[config.mk]
export PLATFORM = sky130hd
export DESIGN_NAME = stub_frame_tx
export DESIGN_NICKNAME = d
export VERILOG_FILES = /design/src/rtl/stub_frame_pkg.sv /design/src/rtl/stub_pick.sv /design/src/rtl/frame_pack.sv /design/src/rtl/lane_serializer.sv /design/src/rtl/stub_frame_tx.sv
export SDC_FILE = /design/constraint.sdc
export NUM_CORES = 1
export LEC_CHECK = 0
export BUFFER_PORTS_ARGS = -buffer_cell sky130_fd_sc_hd__buf_2
export CAP_MARGIN = 30
export CELL_PAD_IN_SITES_DETAIL_PLACEMENT = 1
export CELL_PAD_IN_SITES_GLOBAL_PLACEMENT = 2
export CORE_MARGIN = 8
export CORE_UTILIZATION = 39
export DETAILED_ROUTE_END_ITERATION = 7
export MAX_ROUTING_LAYER = met4
export PLACE_DENSITY = 0.92
export SLEW_MARGIN = 20
export SYNTH_ARGS = -nofsm -noshare
export SYNTH_HDL_FRONTEND = slang
export SYNTH_SLANG_ARGS = --single-unit
[constraint.sdc]
create_clock -name clk -period 7.41 [get_ports clk]
set_input_delay 0.3705 -clock clk [delete_from_list [all_inputs] [get_ports clk]]
set_output_delay 0.3705 -clock clk [all_outputs]
set_load 0.03 [all_outputs]
[src/rtl/stub_frame_pkg.sv]
package stub_frame_pkg;

  // Frame bit carried by lane l in slot s (MSB-first striping).
  function automatic int stream_pos(int fw, int lanes, int s, int l);
    return fw - 1 - (s * lanes + l);
  endfunction

  // Stubs beyond the frame capacity.
  function automatic int excess(int eligible, int keep);
    return (eligible > keep) ? eligible - keep : 0;
  endfunction

endpackage

[src/rtl/stub_pick.sv]
module stub_pick #(
  parameter int N_IN  = 6,
  parameter int KEEP  = 3,
  parameter int AW    = 8,
  parameter int BW    = 5,
  localparam int CNT_W = $clog2(N_IN + 1)
) (
  input  logic [N_IN-1:0]    vld,
  input  logic [N_IN*AW-1:0] addr_flat,
  input  logic [N_IN*BW-1:0] bend_flat,
  output logic [KEEP*AW-1:0] sel_addr,
  output logic [KEEP*BW-1:0] sel_bend,
  output logic [CNT_W-1:0]   n_elig
);

  logic [N_IN-1:0] elig;
  logic [N_IN-1:0] taken;
  logic            found;
  logic [AW-1:0]   best_a;
  int              best_i;

  for (genvar i = 0; i < N_IN; i++) begin : g_elig
    assign elig[i] = vld[i] && (addr_flat[i*AW +: AW] != '0);
  end

  assign n_elig = CNT_W'($countones(elig));

  // KEEP rounds of minimum search; strict < keeps the lowest index on ties.
  always_comb begin
    taken    = '0;
    sel_addr = '0;
    sel_bend = '0;
    found    = 1'b0;
    best_a   = '0;
    best_i   = 0;
    for (int j = 0; j < KEEP; j++) begin
      found  = 1'b0;
      best_a = '0;
      best_i = 0;
      for (int i = 0; i < N_IN; i++) begin
        if (elig[i] && !taken[i] && (!found || addr_flat[i*AW +: AW] < best_a)) begin
          found  = 1'b1;
          best_a = addr_flat[i*AW +: AW];
          best_i = i;
        end
      end
      if (found) begin
        taken[best_i]        = 1'b1;
        sel_addr[j*AW +: AW] = best_a;
        sel_bend[j*BW +: BW] = bend_flat[best_i*BW +: BW];
      end
    end
  end

endmodule

[src/rtl/frame_pack.sv]
module frame_pack #(
  parameter int KEEP = 3,
  parameter int AW   = 8,
  parameter int BW   = 5,
  localparam int SW  = AW + BW,
  localparam int FW  = KEEP * SW + 1
) (
  input  logic [KEEP*AW-1:0] sel_addr,
  input  logic [KEEP*BW-1:0] sel_bend,
  input  logic               ro_bit,
  output logic [FW-1:0]      frame
);

  for (genvar j = 0; j < KEEP; j++) begin : g_slot
    assign frame[FW-1-j*SW -: AW]    = sel_addr[j*AW +: AW];
    assign frame[FW-1-j*SW-AW -: BW] = sel_bend[j*BW +: BW];
  end
  assign frame[0] = ro_bit;

endmodule

[src/rtl/lane_serializer.sv]
module lane_serializer
  import stub_frame_pkg::*;
#(
  parameter int FW    = 40,
  parameter int LANES = 10,
  localparam int SLOTS = FW / LANES,
  localparam int SLW   = (SLOTS > 1) ? $clog2(SLOTS) : 1
) (
  input  logic             clk,
  input  logic             rst_n,
  input  logic [FW-1:0]    frame_d,
  output logic [LANES-1:0] lane_out,
  output logic             frame_mark,
  output logic             load
);

  logic [SLW-1:0]   slot_q;
  logic [FW-1:0]    frame_q;
  logic [LANES-1:0] slot_bits [SLOTS];

  assign load = (slot_q == SLW'(SLOTS - 1));

  always_ff @(posedge clk or negedge rst_n) begin
    if (!rst_n) begin
      slot_q  <= '0;
      frame_q <= '0;
    end else begin
      slot_q <= load ? '0 : slot_q + 1'b1;
      if (load) frame_q <= frame_d;
    end
  end

  for (genvar s = 0; s < SLOTS; s++) begin : g_s
    for (genvar l = 0; l < LANES; l++) begin : g_l
      assign slot_bits[s][l] = frame_q[stream_pos(FW, LANES, s, l)];
    end
  end

  assign lane_out   = slot_bits[slot_q];
  assign frame_mark = (slot_q == '0);

  // marker lasts one slot and returns right after the last slot
  a_r8_mark_one_slot: assert property (@(posedge clk) disable iff (!rst_n)
    frame_mark |=> !frame_mark);
  a_r8_mark_after_last: assert property (@(posedge clk) disable iff (!rst_n)
    load |=> frame_mark);
  // held frame changes only at the crossing boundary
  a_r9_hold_frame: assert property (@(posedge clk) disable iff (!rst_n)
    !load |=> $stable(frame_q));

endmodule

[src/rtl/stub_frame_tx.sv]
module stub_frame_tx
  import stub_frame_pkg::*;
#(
  parameter int N_IN   = 6,
  parameter int KEEP   = 3,
  parameter int AW     = 8,
  parameter int BW     = 5,
  parameter int LANES  = 10,
  parameter int DROP_W = 16
) (
  input  logic               clk,
  input  logic               rst_n,
  input  logic [N_IN-1:0]    stub_vld,
  input  logic [N_IN*AW-1:0] stub_addr,
  input  logic [N_IN*BW-1:0] stub_bend,
  input  logic               ro_bit,
  output logic [LANES-1:0]   lane_out,
  output logic               frame_mark,
  output logic [DROP_W-1:0]  drop_total
);

  localparam int FW    = KEEP * (AW + BW) + 1;
  localparam int CNT_W = $clog2(N_IN + 1);

  logic [KEEP*AW-1:0] sel_addr;
  logic [KEEP*BW-1:0] sel_bend;
  logic [CNT_W-1:0]   n_elig;
  logic [FW-1:0]      frame_d;
  logic               load;
  logic [DROP_W-1:0]  drops_now;

  stub_pick #(.N_IN(N_IN), .KEEP(KEEP), .AW(AW), .BW(BW)) u_pick (
    .vld(stub_vld), .addr_flat(stub_addr), .bend_flat(stub_bend),
    .sel_addr(sel_addr), .sel_bend(sel_bend), .n_elig(n_elig)
  );

  frame_pack #(.KEEP(KEEP), .AW(AW), .BW(BW)) u_pack (
    .sel_addr(sel_addr), .sel_bend(sel_bend), .ro_bit(ro_bit), .frame(frame_d)
  );

  lane_serializer #(.FW(FW), .LANES(LANES)) u_ser (
    .clk(clk), .rst_n(rst_n), .frame_d(frame_d),
    .lane_out(lane_out), .frame_mark(frame_mark), .load(load)
  );

  assign drops_now = DROP_W'(excess(int'(n_elig), KEEP));

  always_ff @(posedge clk or negedge rst_n) begin
    if (!rst_n) drop_total <= '0;
    else if (load) drop_total <= drop_total + drops_now;
  end

  // total moves only at a sampling point that overflows
  a_r6_hold_between: assert property (@(posedge clk) disable iff (!rst_n)
    !load |=> $stable(drop_total));
  a_r6_no_overflow: assert property (@(posedge clk) disable iff (!rst_n)
    (load && n_elig <= CNT_W'(KEEP)) |=> $stable(drop_total));

  // a full input set fills the last slot
  a_r3_full_slots: assert property (@(posedge clk) disable iff (!rst_n)
    (n_elig >= CNT_W'(KEEP)) |-> (sel_addr[(KEEP-1)*AW +: AW] != '0));

  for (genvar j = 0; j < KEEP; j++) begin : g_chk
    // empty slot carries no bend
    a_r5_empty_slot: assert property (@(posedge clk) disable iff (!rst_n)
      (sel_addr[j*AW +: AW] == '0) |-> (sel_bend[j*BW +: BW] == '0));
    if (j + 1 < KEEP) begin : g_ord
      // slots ascend and are packed from the front
      a_r2_sorted: assert property (@(posedge clk) disable iff (!rst_n)
        (sel_addr[(j+1)*AW +: AW] != '0) |->
          (sel_addr[j*AW +: AW] != '0 &&
           sel_addr[j*AW +: AW] <= sel_addr[(j+1)*AW +: AW]));
    end
  end

endmodule

==> results.toml, run 1 <==
[outcome]
status = "stopped before the end"
failing_step = "global routing"
first-error = "[ERROR GRT-0232] Routing congestion too high. Check the congestion heatmap in the GUI."

[logic_synthesis]
ys_seq_area_share_pct = 14.7
synth-seq-cells = 58
synth_adder_area_share_pct = 17.2
synth_compound_area_share_pct = 25.7
async_reset_ff_share_pct = 100
synth_ff_type = "dfrtp_1"
synth.area.top_cells = "ha_1 17%, dfrtp_1 15%, mux2i_1 9.4%"
synth_top_family_by_area = "compound AO/OA/AOI/OAI gates"
netlist-cell-type-count = 82
synth-edff-count = 0
yosys.area_share.simple_pct = 16.6
synth.cell_area_um2 = 9880
synth-xor-area-share_pct = 1.33
synth_top_cell_by_area = "ha_1"
avgSynthCellArea_um2 = 8.00
synth_cells = 1235
synth.top_cell.area_share_pct = 16.6
ys_warn_count = 0
muxShareOfSynthArea_pct = 17.3

[placement]
io_buffers = 113
hpwl_um = 39400
pre_cts_ws_ns = -19.06
place.gp.congestion = 1.04

[timing]
worstEpCategory = "register data pin"
postGrtWorstEndpoint = "u_ser.frame_q[12]$_DFFE_PN0P_/D"

[clock_tree]
h-tree-depth = 3
clockRootBuffer = "clkbuf_16"
clock_path_buffers = 2
numCtsBuffers = 9
clock_sinks = 58
holdBufCountCts = 0

[floorplan]
die_w_um = 175
start_util_pct = 39.5
rows = 58
dieHeight_um = 175
io_pins = 114

[grt]
grt_max_degree = 66
grt_use_total_pct = 86.6
gr-total-overflow = 809
==> cells by family after synthesis <==
kind of cell | Yosys count
muxes | 144
xor gates and xnor gates | 15
AOI/OAI and AO/OA | 375
adders and majority gates | 134
DFF | 58
and+or+nand+nor | 329
buffers and inverters | 179
other | 1
==> stage by stage <==
| stage | setup TNS, ns | instance area, um2 | utilization, % | hold WS, ns | std cells |
|---|---|---|---|---|---|
| after global placement | -385.83 | 14100 | 56.4 | 0.458 | 2028 |
| after CTS | -360.71 | 16400 | 65.3 | 0.212 | 2157 |
| after floorplan | -360.41 | 10700 | - | 0.0749 | 1246 |
| after detailed placement | -432.64 | 14100 | 56.4 | 0.465 | 2028 |
==> synthesized netlist by cell type, types with 10 or more instances <==
cell / count
nand2b_1: 11
dfrtp_1: 58
o21a_1: 12
and2_1: 11
o21ai_0: 81
inv_1: 126
nand4_1: 15
a21o_1: 36
nand2_1: 95
mux2i_1: 93
clkbuf_1: 36
ha_1: 131
mux4_2: 18
nor2b_1: 25
mux2_2: 33
nor2_1: 83
nand3_1: 37
o22ai_1: 25
o31ai_1: 10
nor3_1: 12
a211oi_1: 10
a21oi_1: 97
==> layer usage <==
metal	track usage, %	overflow
met4	93.1	230
met5	-	-
met2	100	546
met1	81.6	19
met3	72.5	14
==> timing repair <==
action,CTS
cloned,5
pin swaps,120
setup endpoints to repair,39
gates resized for setup,219
setup buffers,109
==> run 2, diff against run 1 <==
CELL_PAD_IN_SITES_DETAIL_PLACEMENT = unset   (was 1)
CELL_PAD_IN_SITES_GLOBAL_PLACEMENT = unset   (was 2)
CORE_UTILIZATION = 29   (was 39)
MAX_ROUTING_LAYER = unset   (was met4)
PLACE_DENSITY = unset   (was 0.92)
PLACE_DENSITY_LB_ADDON = 0.15   (was unset)
==> results.toml, run 2 <==
[power_and_ir_drop]
leakage_nw = 8.10
switching_power_w = 0.00232
clkPwrFrac_pct = 8.7
power_frac_comb_pct = 80.1
power_density_nw_per_um2 = 299
intPower_w = 0.00292
power_frac_seq_pct = 11.2
peakVddDrop_uv = 150
total_power_w = 0.00523
p_sw_share_pct = 44.3

[critical_path]
path_max_fanout = 8
cp_slowest_cell = "or4_1"
cp.arrival_ns = 24.04
critical_path_class = "in2reg"
max_stage_delay_ns = 0.51
critPathTopFamily = "compound AO/OA/AOI/OAI gates"
crit_buf_inv = 22
endpoint_kind = "register"
crit_top_cell = "a21o_1"
start_kind = "input pin"
critPathRequiredTime_ns = 7.61

[cells_and_area]
drive_above_1_share_pct = 56.0
nets = 2080
final_cell_area_um2 = 17500
largest-register = "u_ser.frame_q"
reg_top3 = "u_ser.frame_q x40, drop_total x16, u_ser.slot_q x2"
nFillCells = 3177
seq_area_um2 = 1450
layout_commonest_cell = "buf_4"
synthToLayoutAreaGrowth_pct = 77.5
diodes = 0
multi_input_area_um2 = 9820
layout_common_cells = "500 x buf_4, 112 x inv_1, 110 x buf_2"
largest_reg_flops = 40

[logic_synthesis]
synth_ff_type = "dfrtp_1"
synth.most_common_cell = "ha_1"
ys_warn_count = 0
synth.area.top_cells = "ha_1 17%, dfrtp_1 15%, mux2i_1 9.4%"
synth.cell_area_um2 = 9880
synth_top_cell_by_area = "ha_1"
async_reset_ff_share_pct = 100
netlist-cell-type-count = 82
avgSynthCellArea_um2 = 8.00
ys_top_cells_by_count = "131 x ha_1, 126 x inv_1, 97 x a21oi_1"
ys_seq_area_share_pct = 14.7
synth_cells = 1235
synth.top_cell.area_share_pct = 16.6
synth-edff-count = 0
synth-seq-cells = 58

[placement]
hpwl_um = 33500
place.gp.congestion = 0.911
io_buffers = 113
place_area_um2 = 14300

[grt]
grt_max_degree = 59
grt_use_total_pct = 19.8
grt_pass1_wl_um = 64700
use_met2_pct = 34.2
grt.busiest_layer = "met2"
met1_usage_pct = 24.9
gr-total-overflow = 0
grtUsageMet3_pct = 1.84
antenna_found_initial = 0
grt_pass1_vias = 11700

[route]
drc = 0
drt_iter0_drc = 637
vias = 11700
vias_per_cell = 5.07
routed_wl_um = 43000
dr.pass1.iters = 5
ant_nets = 0
routedWlPerCell_um = 18.6

[timing]
tightest_slew_ns = 1.04
rsz0062_at_grt = "yes"
hold_viol = 0
fmax_mhz = 41.9
skew_ns = 0.00996
finalSetupTns_ns = -362.92
period_minus_slack_ns = 23.84
timing.slew.headroom_pct = 30.6
timing.final.ws_setup_ns = -16.43
slew_violations = 0
setup_violations = 39
fin_crit_sh_pct = 322

[clock_tree]
h-tree-depth = 3
clock_sinks = 58
clock_path_buffers = 2
numCtsBuffers = 9
clk_latency_ns = 0.33
holdBufCountCts = 0
cts_tree = "built"
cts.clk_slew.worst_paths_ns = 0.06
clockRootBuffer = "clkbuf_16"

[hold_path]
hold_path.class = "in2async"

[floorplan]
start_util_pct = 29.5
rows = 67
die-area_um2 = 40200
io_pins = 114
core-area_um2 = 33500
dieHeight_um = 201
die_w_um = 201

[outcome]
failed_checks = "setup timing"
status = "finished, violations left"

[flow_run]
cap_violations = 0
-- run 2: cell counts after synthesis --
Identical to the previous run, type by type.
-- run 2: final timing paths --
check / from / endpoint / slack (ns) / cells past startpoint
max: stub_addr[5] / u_ser.frame_q[4] / -16.43 / 140
max in group asynchronous: rst_n / u_ser.slot_q[0] / 6.70 / 2
max reg2reg: u_ser.slot_q[0] / u_ser.frame_q[4] / 4.37 / 7
min: rst_n / drop_total[5] / 0.18 / 2
min reg2reg: drop_total[15] / drop_total[15] / 0.47 / 1
min in group clk: ro_bit / u_ser.frame_q[0] / 0.28 / 2
-- run 2: cell type report --
class | count | area share (%)
clock buffers | 10 | 1.36
multi-input cells | 1012 | 56.0
repair buffers | 650 | 27.9
flip-flops and latches | 58 | 8.28
inverters | 128 | 2.77
clock inverters | 6 | 0.507
well taps | 448 | 3.20
-- run 2: power groups by stage --
stage,Combinational (W),Sequential [W],Clock (W)
global route,0.00451,0.000607,0.000479
floorplan,0.00198,0.000632,0
finish,0.00420,0.000584,0.000456
detailed placement,0.00325,0.000593,0
global placement,0.00322,0.000589,0
CTS,0.00372,0.000590,0.000464
-- run 2: cells by family (layout without fill, tap and decap cells) --
logic type               count (synthesis)  after routing  share of synthesized area (%)
adder cells (fa/ha/maj)                134            134                           17.2
AND/OR/NAND/NOR                        329            329                           16.6
AO/OA/AOI/OAI                          375            378                           25.7
XOR/XNOR                                15             15                           1.33
buffers and inverters                  179            794                           7.13
flip-flops                              58             58                           14.7
other                                    1             12                         0.0380
multiplexers                           144            144                           17.3
-- run 2: what timing repair did --
item,CTS,global route
endpoints found under the setup margin,39,39
resized for setup,193,173
pin swaps,124,107
buffers inserted,90,59
gates cloned,4,3
hold endpoints to repair,0,0
-- run 2: metrics by stage --
step / worst slack [ns] / utilization [%] / hold slack [ns] / cells
floorplan: -16.38 / - / 0.0749 / 1246
global placement: -17.47 / 42.7 / 0.466 / 2149
detailed placement: -17.99 / 42.7 / 0.461 / 2149
CTS: -15.77 / 48.5 / 0.229 / 2257
global route: -17.69 / 52.3 / 0.252 / 2312
finish: -16.43 / 52.3 / 0.180 / 2312
-- run 2: layer usage --
metal / share of wire, % / wire length, um / vias up
met5: 0 / 0 / -
met4: 4.2 / 1820 / 0
met3: 3.1 / 1330 / 79
met2: 49 / 21000 / 268
met1: 44 / 18900 / 5554
li1: - / - / 5814
(Power assumes the default switching activity.)
==> run 3, diff against run 2 <==
SYNTH_HIERARCHICAL = 1   (was unset)
==> results.toml, run 3 <==
[clock_tree]
cts_tree = "built"
numCtsBuffers = 9
h-tree-depth = 3
clk_latency_ns = 0.33
clock_sinks = 58
holdBufCountCts = 0
cts.clk_slew.worst_paths_ns = 0.06
clockRootBuffer = "clkbuf_16"
clock_path_buffers = 2

[route]
vias = 13900
dr.pass1.iters = 5
vias_per_cell = 5.34
drc = 0
drt_iter0_drc = 1090
routedWlPerCell_um = 20.6
routed_wl_um = 53700
ant_nets = 0

[critical_path]
rrSetupSlack_ns = 4.80
cp.arrival_ns = 26.29
critPathRequiredTime_ns = 7.63
start_kind = "input pin"
max_stage_delay_ns = 0.51
worstRegToRegCells = 4
cp_slowest_cell = "or4_1"
crit_top_cell = "buf_4"
endpoint_kind = "register"
crit_buf_inv = 68
critPathTopFamily = "compound AO/OA/AOI/OAI gates"
critical_path_class = "in2reg"
path_depth = 167
path_max_fanout = 10

[floorplan]
rows = 74
core-area_um2 = 40900
dieHeight_um = 220
io_pins = 114
start_util_pct = 29.4
die_w_um = 220
die-area_um2 = 48300

[cells_and_area]
seq_area_um2 = 1450
final_cells = 2606
largest_reg_flops = 40
multi_input_area_um2 = 11000
final_cell_area_um2 = 19000
layout_common_cells = "527 x buf_4, 117 x nand2_1, 111 x buf_2"
drive_above_1_share_pct = 50.7
synthToLayoutAreaGrowth_pct = 57.7
diodes = 0
layout_commonest_cell = "buf_4"
reg_top3 = "u_ser/frame_q x40, drop_total x16, u_ser/slot_q x2"
nFillCells = 4007
largest-register = "u_ser/frame_q"
nets = 2293

[timing]
slew_violations = 0
period_minus_slack_ns = 26.07
fmax_mhz = 38.4
setup_violations = 39
fin_crit_sh_pct = 352
holdWs_ns = 0.202
hold_viol = 0
rsz0062_at_grt = "yes"
timing.slew.headroom_pct = 47.9
timing.final.ws_setup_ns = -18.66
tightest_slew_ns = 0.782
skew_ns = 0.00678

[power_and_ir_drop]
total_power_w = 0.00754
peakVddDrop_uv = 272
power_density_nw_per_um2 = 397
leakage_nw = 8.88

[logic_synthesis]
synth.most_common_cell = "nand2_1"
ys_warn_count = 6
synth-seq-cells = 58
ys_top_cells_by_count = "135 x nand2_1, 133 x ha_1, 121 x mux2i_1"
netlist-cell-type-count = 102
synth.area.top_cells = "ha_1 14%, dfrtp_1 12%, mux2i_1 10%"
synth-edff-count = 0
synth.cell_area_um2 = 12000
avgSynthCellArea_um2 = 8.16
ys_seq_area_share_pct = 12.1
synth_ff_type = "dfrtp_1"
async_reset_ff_share_pct = 100
synth_cells = 1475
synth_top_cell_by_area = "ha_1"
synth.top_cell.area_share_pct = 13.8

[placement]
hpwl_um = 42600
place.gp.congestion = 0.914
place_area_um2 = 16600
placedCellCount = 2463
io_buffers = 113

[grt]
antenna_found_initial = 0
grt_max_degree = 59
gr-total-overflow = 0
grt_pass1_wl_um = 81400
grt_pass1_vias = 14100
grt_use_total_pct = 21.4

[flow_run]
cap_violations = 0

[outcome]
status = "finished, violations left"
failed_checks = "setup timing"

[hold_path]
hold_path.class = "in2async"
run 3: cell count changes after synthesis, moves of 12 or more:
cell / previous run / this run
mux2_2: 33 / 77
nand2_1: 95 / 135
nor3_1: 12 / 25
nor2b_1: 25 / 13
o21ai_0: 81 / 98
buf_4: 2 / 43
mux2i_1: 93 / 121
a21oi_1: 97 / 82
buf_2: 2 / 14
inv_1: 126 / 107
a211oi_1: 10 / 31
run 3: layout make-up:
type	count	share of cell area, %
Sequential cell	58	7.65
Clock buffer	9	1.19
Inverter	108	2.14
Clock inverter	7	0.534
Timing Repair Buffer	675	27.0
Tap cell	532	3.51
Multi-Input combinational cell	1217	58.0
run 3: routing by layer:
metal | vias up | GRT usage (%) | wire length, um
met1 | 6711 | 27.8 | 23800
met3 | 95 | 2.65 | 2380
met5 | - | 0 | 0
li1 | 6686 | - | -
met2 | 420 | 36.7 | 26000
met4 | 0 | 6.36 | 1530
run 3: cell families after synthesis:
family                     share of synthesized area (%)
xor gates and xnor gates                           0.582
buffers and inverters                               8.50
DFF                                                 12.1
AOI/OAI and AO/OA                                   25.0
other                                             0.0312
muxes                                               23.3
adders and majority gates                           14.5
and+or+nand+nor                                     16.1
run 3: where the power goes:
group          switching, W  internal (W)  leakage (nW)
combinational       0.00321       0.00329          8.04
sequential         0.000110      0.000464         0.692
clock              0.000162      0.000297         0.153
total               0.00348       0.00405          8.88
run 3: path summary, 6_finish.rpt:
check | end | from
setup reg to reg | drop_total[9] | u_ser/slot_q[0]
max in group asynchronous | drop_total[6] | rst_n
hold / removal | u_ser/frame_q[1] | rst_n
setup / recovery | u_ser/frame_q[2] | stub_addr[3]
hold reg to reg | drop_total[15] | drop_total[15]
min in group clk | u_ser/frame_q[0] | ro_bit
run 3: stage by stage:
step           setup TNS [ns]  util [%]  setup WS, ns
2_1_floorplan         -388.32         -        -19.38
3_3_place_gp          -412.39      40.5        -19.68
3_5_place_dp          -420.93      40.6        -20.07
4_1_cts               -366.00      45.4        -18.29
5_1_grt               -411.39      46.4        -19.94
6_report              -376.72      46.4        -18.66
run 3: timing repair:
action | 4_1_cts | 5_1_grt
buffers inserted | 100 | 23
endpoints found under the hold margin | 0 | 0
endpoints found under the setup margin | 39 | 39
resized for setup | 191 | 57
gates cloned | 7 | 1
pin swaps | 75 | 50
==> run 4, diff against run 3 <==
ABC_AREA = 1   (was unset)
==> results.toml, run 4 <==
[timing]
period_minus_slack_ns = 19.31
hold_viol = 0
timing.slew.headroom_pct = 44.2
rsz0062_at_grt = "yes"
setup_violations = 31
fin_crit_sh_pct = 261
slew_violations = 0
timing.final.ws_setup_ns = -11.90
fmax_mhz = 51.8
tightest_slew_ns = 0.837
skew_ns = 0.00408

[flow_run]
cap_violations = 0

[logic_synthesis]
synth-seq-cells = 58
synth_top_family_by_area = "simple AND/OR/NAND/NOR gates"
muxShareOfSynthArea_pct = 0.171
synth_compound_area_share_pct = 18.0
synth-xor-area-share_pct = 0.299
synth-edff-count = 0
synth.area.top_cells = "nand2_1 21%, ha_1 14%, dfrtp_1 12%"
synth_cells = 2014
ys_top_cells_by_count = "658 x nand2_1, 252 x o21ai_0, 243 x inv_1"
synth_top_cell_by_area = "nand2_1"
ys_seq_area_share_pct = 12.4
synth_adder_area_share_pct = 14.9
synth_ff_type = "dfrtp_1"
async_reset_ff_share_pct = 100
yosys.area_share.simple_pct = 38.8
synth.top_cell.area_share_pct = 21.1
ys_warn_count = 6
synth.most_common_cell = "nand2_1"
netlist-cell-type-count = 49
synth.cell_area_um2 = 11700
avgSynthCellArea_um2 = 5.82

[floorplan]
die-area_um2 = 47100
rows = 73
start_util_pct = 29.4
io_pins = 114
dieHeight_um = 217
die_w_um = 217
core-area_um2 = 39800

[cells_and_area]
reg_top3 = "u_ser/frame_q x40, drop_total x16, u_ser/slot_q x2"
largest-register = "u_ser/frame_q"
synthToLayoutAreaGrowth_pct = 51.2
layout_commonest_cell = "nand2_1"
final_cells = 2997
nets = 2691
final_util_pct = 44.5
diodes = 0
largest_reg_flops = 40
drive_above_1_share_pct = 37.7
final_cell_area_um2 = 17700
layout_common_cells = "578 x nand2_1, 393 x buf_4, 223 x inv_1"

[critical_path]
critPathTopFamily = "simple AND/OR/NAND/NOR gates"
critical_path_class = "in2reg"
path_max_fanout = 8
crit_buf_inv = 16
max_stage_delay_ns = 0.33
endpoint_kind = "register"
critPathRequiredTime_ns = 7.66
crit_top_cell = "nand2_1"
cp_slowest_cell = "ha_1"
cp.arrival_ns = 19.56
start_kind = "input pin"

[power_and_ir_drop]
p_sw_share_pct = 52.3
power_frac_seq_pct = 6.9
intPower_w = 0.00367
switching_power_w = 0.00403
power_density_nw_per_um2 = 435
leakage_nw = 9.15
peakVddDrop_uv = 231
power_frac_comb_pct = 88.0
clkPwrFrac_pct = 5.1

[route]
drc = 0
routedWlPerCell_um = 15.9
dr.pass1.iters = 6
vias_per_cell = 4.83
routed_wl_um = 47600
drt_iter0_drc = 943
ant_nets = 0
vias = 14500

[grt]
gr-total-overflow = 0
antenna_found_initial = 0
grt_use_total_pct = 19.2
grt_max_degree = 82
grt_pass1_vias = 13900
grt_pass1_wl_um = 74400

[clock_tree]
clock_sinks = 58
clockRootBuffer = "clkbuf_16"
cts_tree = "built"
cts.clk_slew.worst_paths_ns = 0.06
clk_latency_ns = 0.33
numCtsBuffers = 9
clock_path_buffers = 2
h-tree-depth = 3

[outcome]
failed_checks = "setup timing"
status = "finished, violations left"

[hold_path]
hold_path.class = "in2async"

[placement]
placedCellCount = 2890
place.gp.congestion = 0.908
io_buffers = 113
hpwl_um = 37400
place_area_um2 = 15100
pre_cts_ws_ns = -13.60
## run 4: cell types whose count changed after synthesis, sizes merged, moves of 28 or more
cell	before	now
o21ai	110	260
nand2	135	713
mux2	82	0
mux2i	121	2
inv	108	250
nor2	82	110
nand3	42	200
mux4	29	0
a21o	42	0
## run 4: final timing paths
kind	startpoint	end	slack, ns	depth (start not counted)
max reg2reg	u_ser/slot_q[0]	drop_total[3]	5.03	4
max in group asynchronous	rst_n	u_ser/frame_q[0]	6.69	2
max	stub_addr[5]	u_ser/frame_q[3]	-11.90	167
min	rst_n	drop_total[6]	0.18	2
min reg2reg	drop_total[15]	drop_total[15]	0.50	2
min in group clk	ro_bit	u_ser/frame_q[0]	0.26	3
## run 4: logic make-up after synthesis
group	Yosys count
AO/OA/AOI/OAI	388
XOR/XNOR	4
adder cells (fa/ha/maj)	137
buffers and inverters	372
flip-flops	58
multiplexers	2
other	1
AND/OR/NAND/NOR	1052
## run 4: cell type report
class / instances / area (um2)
multi-input combinational: 1605 / 10300
fill: 4210 / 22100
clock buffer: 10 / 239
inverter: 253 / 1010
tap: 525 / 657
sequential: 58 / 1450
timing repair inverter: 3 / 22.5
timing repair buffer: 537 / 4010
clock inverter: 6 / 42.5
## run 4: worst register-to-register path, delay by kind of cell, from the launching register on
kind	cells	cell delay (ns)
flip-flops	1	0.88
adder cells (fa/ha/maj)	1	0.66
buffers and inverters	1	0.47
AO/OA/AOI/OAI	1	0.08
AND/OR/NAND/NOR	1	0.14
## run 4: through the flow
| step | hold WS (ns) | TNS [ns] | total power, W |
|---|---|---|---|
| 6_report | 0.179 | -229.16 | 0.00770 |
| 4_1_cts | 0.237 | -221.04 | 0.00692 |
| 2_1_floorplan | 0.0749 | -224.08 | 0.00450 |
| 3_5_place_dp | 0.485 | -269.00 | 0.00614 |
| 5_1_grt | 0.253 | -261.30 | 0.00844 |
| 3_3_place_gp | 0.469 | -260.20 | 0.00611 |
## run 4: layer usage
metal | global-route usage, % | routed length, um
met2 | 33.4 | 22900
met1 | 25.6 | 22000
met3 | 1.65 | 1770
met4 | 3.76 | 997
met5 | 0 | 0
## run 4: power by group through the flow
stage          Sequential (W)  Clock [W]  Combinational, W
6_report             0.000531   0.000393           0.00678
5_1_grt              0.000551   0.000413           0.00747
3_3_place_gp         0.000536          0           0.00558
2_1_floorplan        0.000612          0           0.00389
4_1_cts              0.000533   0.000405           0.00599
3_5_place_dp         0.000538          0           0.00560
## run 4: timing repair
| action | CTS | global route |
|---|---|---|
| setup endpoints to repair | 31 | 39 |
| hold buffers | 0 | 0 |
| gates resized for setup | 174 | 246 |
| endpoints found under the hold margin | 0 | 0 |
| pin swaps | 54 | 89 |
| gates cloned | 13 | 3 |
| buffers inserted | 34 | 44 |
